===== src/rtl/card_presence_supervisor.sv =====
module card_presence_supervisor #(
  parameter int DEBOUNCE_CYCLES = 80000,
  parameter int HOLDOFF_CYCLES  = 2200
) (
  input  logic clk,
  input  logic rst_n,
  input  logic pres_low_n,
  input  logic pres_high,
  input  logic supply_ok,
  input  logic cmd_n,
  output logic status_n,
  output logic deact_req,
  output logic session_on,
  output logic holdoff_busy
);

  localparam int DW = $clog2(DEBOUNCE_CYCLES + 1);
  localparam int HW = $clog2(HOLDOFF_CYCLES + 1);
  localparam logic [DW-1:0] DB_LAST = DW'(DEBOUNCE_CYCLES - 1);
  localparam logic [HW-1:0] HO_LAST = HW'(HOLDOFF_CYCLES - 1);

  logic [1:0]    low_sync, high_sync;
  logic          raw_now;
  logic          card_in;
  logic [DW-1:0] db_cnt;
  logic [HW-1:0] ho_cnt;
  logic          cmd_q;
  logic          fault_q;
  logic          lost;
  logic          start;

  always_ff @(posedge clk or negedge rst_n) begin
    if (!rst_n) begin
      low_sync  <= 2'b11;
      high_sync <= 2'b00;
    end else begin
      low_sync  <= {low_sync[0], pres_low_n};
      high_sync <= {high_sync[0], pres_high};
    end
  end

  assign raw_now = ~low_sync[1] | high_sync[1];

  always_ff @(posedge clk or negedge rst_n) begin
    if (!rst_n) begin
      card_in <= 1'b0;
      db_cnt  <= '0;
    end else if (raw_now != card_in) begin
      if (db_cnt == DB_LAST) begin
        card_in <= raw_now;
        db_cnt  <= '0;
      end else begin
        db_cnt <= db_cnt + 1'b1;
      end
    end else begin
      db_cnt <= '0;
    end
  end

  always_ff @(posedge clk or negedge rst_n) begin
    if (!rst_n) begin
      holdoff_busy <= 1'b1;
      ho_cnt       <= '0;
    end else if (!supply_ok) begin
      holdoff_busy <= 1'b1;
      ho_cnt       <= '0;
    end else if (holdoff_busy) begin
      if (ho_cnt == HO_LAST) holdoff_busy <= 1'b0;
      else                   ho_cnt <= ho_cnt + 1'b1;
    end
  end

  assign lost  = session_on & (~supply_ok | ~card_in);
  assign start = cmd_q & ~cmd_n & ~holdoff_busy & supply_ok & card_in;

  always_ff @(posedge clk or negedge rst_n) begin
    if (!rst_n) begin
      cmd_q      <= 1'b1;
      session_on <= 1'b0;
      deact_req  <= 1'b0;
      fault_q    <= 1'b0;
    end else begin
      cmd_q     <= cmd_n;
      deact_req <= lost;
      if (lost) begin
        session_on <= 1'b0;
        fault_q    <= 1'b1;
      end else if (cmd_n) begin
        session_on <= 1'b0;
        fault_q    <= 1'b0;
      end else if (start) begin
        session_on <= 1'b1;
      end
    end
  end

  assign status_n = rst_n & ~fault_q & (session_on | card_in);


  deact_single_chk: assert property (@(posedge clk) disable iff (!rst_n)
    deact_req |=> !deact_req);


  supply_drop_chk: assert property (@(posedge clk) disable iff (!rst_n)
    (session_on && !supply_ok) |=> (deact_req && !session_on && holdoff_busy));


  holdoff_gate_chk: assert property (@(posedge clk) disable iff (!rst_n)
    session_on |-> !holdoff_busy);


  deact_status_chk: assert property (@(posedge clk) disable iff (!rst_n)
    deact_req |-> !status_n);


  open_needs_card_chk: assert property (@(posedge clk) disable iff (!rst_n)
    $rose(session_on) |-> $past(card_in && !cmd_n));

endmodule


===== config.mk =====
export PLATFORM = sky130hd
export DESIGN_NAME = card_presence_supervisor
export DESIGN_NICKNAME = d
export VERILOG_FILES = /design/src/rtl/card_presence_supervisor.sv
export SDC_FILE = /design/constraint.sdc
export NUM_CORES = 1
export LEC_CHECK = 0
export BUFFER_PORTS_ARGS = -buffer_cell sky130_fd_sc_hd__buf_2
export CORE_ASPECT_RATIO = 2
export CORE_MARGIN = 3
export CORE_UTILIZATION = 55
export CTS_CLUSTER_SIZE = 30
export DETAILED_ROUTE_END_ITERATION = 10
export HOLD_SLACK_MARGIN = 0.08
export PLACE_DENSITY = 0.8
export REMOVE_ABC_BUFFERS = 1
export SLEW_MARGIN = 20
export SYNTH_ARGS = -nofsm -noshare
export SYNTH_HDL_FRONTEND = slang
export SYNTH_SLANG_ARGS = --single-unit

===== constraint.sdc =====
create_clock -name clk -period 2.5 [get_ports clk]
set_clock_uncertainty 0.15 [all_clocks]
set_input_delay 0.5 -clock clk [delete_from_list [all_inputs] [get_ports clk]]
set_output_delay 0.5 -clock clk [all_outputs]
set_load 0.005 [all_outputs]

==> results.py <==
metrics = {
    "run_status": {
        "run_status": "finished, final reports clean",
    },
    "logic_synthesis": {
        "synth_seq_cells": 39,
        "synthFlopType": "dfrtp_1",
        "ys_warn_count": 0,
        "ys_seq_area_share_pct": 53.26,
        "synth_top_area_share_pct": 47.55,
        "syn_inst": 177,
        "syn-cell-area_um2": 1842,
        "async_flop_share_pct": 100.0,
        "avgSynthCellArea_um2": 10.41,
        "yosysTopAreaCell": "dfrtp_1",
        "synth-edff-count": 0,
        "synth.area.top_cells": "dfrtp_1, xnor2_1, dfstp_2",
        "ys_types": 38,
    },
    "global_routing": {
        "grt_first_pass_wirelength_mm": 5.940,
        "antenna_found_initial": 0,
        "gr-total-overflow": 0,
        "grt_pass1_vias": 1337,
        "track_usage_pct": 20.54,
        "grt_max_degree": 40,
    },
    "sta": {
        "max_freq_mhz": 450.1,
        "hold_viol": 0,
        "fin_crit_sh_pct": 88.87,
        "fin_tns_setup_ns": 0,
        "relSlewSlack_pct": 69.04,
        "setup-violations-final": 0,
        "rsz0062_at_grt": "false",
        "period_needed_ns": 2.222,
        "tightestPinTransition_ns": 0.4579,
        "drv_slew": 0,
    },
    "route": {
        "via_count": 1353,
        "drcViolationCount": 0,
        "first_pass_iters": 4,
        "drt_iter0_markers": 49,
        "routedWlPerCell_um": 15.86,
        "vias_per_cell": 6.095,
        "wirelength_mm": 3.520,
        "antenna_left": 0,
    },
    "clocking": {
        "h-tree-depth": 2,
        "cts_made_buffers": 5,
        "clock_sinks": 39,
        "cts_tree": "yes",
        "clk_path_buf_depth": 2,
        "hold_buffers": 0,
        "clk_latency_ns": 0.29,
        "clk_pin_slew_worst_paths_ns": 0.08,
        "cts_root_buffer": "clkbuf_8",
        "postCtsSetupBuffers": 0,
        "cts_resized": 0,
    },
    "worst_setup_path": {
        "crit_path_end_kind": "flop",
        "r2r_start": "ho_cnt[0]",
        "critPathMaxFanout": 9,
        "cp-start-kind": "flop",
        "cp-startpoint": "ho_cnt[0]",
        "r2r_end": "ho_cnt[8]",
        "worstPathArrival_ns": 2.28,
        "reg2reg_depth": 5,
        "r2r_slack_ns": 0.28,
        "crit_path_end": "ho_cnt[8]",
        "crit_required_ns": 2.56,
        "path_class": "flop to flop",
    },
    "floorplan": {
        "rows": 29,
        "design.die.area_um2": 4121,
        "core_um2": 3193,
        "io_pins": 10,
        "start_util_pct": 57.68,
        "dieWidth_um": 46.92,
        "die_h_um": 87.84,
    },
    "job": {
        "max-cap-violations": 0,
    },
    "cells_and_area": {
        "layout.nets": 198,
        "n_antenna_cell": 0,
        "drive_gt1_share_pct": 13.61,
        "layout_commonest_cell": "dfrtp_1",
        "final_util_pct": 63.75,
        "final_cell_mix": "dfrtp_1, nor2_1, xnor2_1, nand3_1, nand2_1",
        "area_growth_syn_to_layout_pct": 10.53,
    },
    "pwr": {
        "max-vdd-ir-drop_v": 0.0005251,
        "p_per_area_nw_per_um2": 679.4,
        "p_leak_nw": 0.8755,
    },
    "min_path": {
        "timing.hold.worst.class": "input port to async pin",
    },
    "placed_design": {
        "hpwlAfterDp_mm": 2.539,
        "routabilityCongestion": 0.8481,
        "port_buffers": 9,
    },
}
## how the worst min path moves through the flow
stage                            start  cells after the start      endpoint  slack (ns)
after floorplan                  rst_n                      0       card_in        0.05
after global placement    high_sync[0]                      0  high_sync[1]        0.18
after detailed placement  high_sync[0]                      0  high_sync[1]        0.19
after CTS                   pres_low_n                      1   low_sync[0]        0.14
after global routing        pres_low_n                      1   low_sync[0]        0.14
final                            rst_n                      2     db_cnt[7]        0.15
## final cells by class
type | instances | area [um^2]
clock inverters | 2 | 60.06
multi-input cells | 124 | 789.5
repair buffers | 11 | 60.06
fillers | 261 | 1157
clock buffers | 6 | 72.57
well taps | 31 | 38.79
inverters | 9 | 33.78
flip-flops and latches | 39 | 980.9
## logic make-up after synthesis
family          count (synthesis)  share of synthesized area (%)
buf+inv                        14                          3.872
xor+xnor                       22                          10.46
flops                          39                          53.26
fa+ha+maj                       2                          1.358
mux                             2                          1.155
compound gates                 12                          4.687
simple gates                   86                          25.21
## cell usage after synthesis, drive strengths merged (3+ instances only)
cell type,n
nor4,7
nand3,12
and2,7
nand2,10
inv,9
dfrtp,35
dfstp,4
nand2b,3
nor3,6
buf,3
nor2,22
xnor2,20
nand4,8
## where the power goes
| part | leakage, nW | total, mW | internal [mW] | switching [mW] |
|---|---|---|---|---|
| combinational | 0.291 | 0.0808 | 0.0325 | 0.0482 |
| sequential | 0.519 | 0.693 | 0.663 | 0.0300 |
| clock | 0.0654 | 0.609 | 0.399 | 0.211 |
| total | 0.875 | 1.38 | 1.09 | 0.289 |
## critical path, stage by stage (launching register included)
cell,delay [ns]
dfrtp_1,0.42
ha_1,0.31
and4b_1,0.22
a41o_1,0.34
or4_1,0.53
a21boi_1,0.18
## per-layer routing
layer	routed length (um)	GRT usage, %
met3	130	4.733
met4	133	12.34
met5	0	0
met2	1985	35.69
met1	1270	20.73
## sequential cells by signal, indices dropped and copies added (netlist names), 2 cells and up
signal and cells:
low_sync 2, db_cnt 17, high_sync 2, ho_cnt 12
## through the flow
step	instances	total power, mW	instance area, um^2	setup WS [ns]	hold slack (ns)
floorplan	172	0.7497	1804	0.4863	0.05441
global placement	214	0.7798	1903	0.4333	0.1821
detailed placement	214	0.7868	1903	0.2978	0.1916
CTS	222	1.401	2036	0.2848	0.1437
global route	222	1.445	2036	0.2031	0.1434
finish	222	1.383	2036	0.2783	0.1530
(Power assumes the default switching activity.)
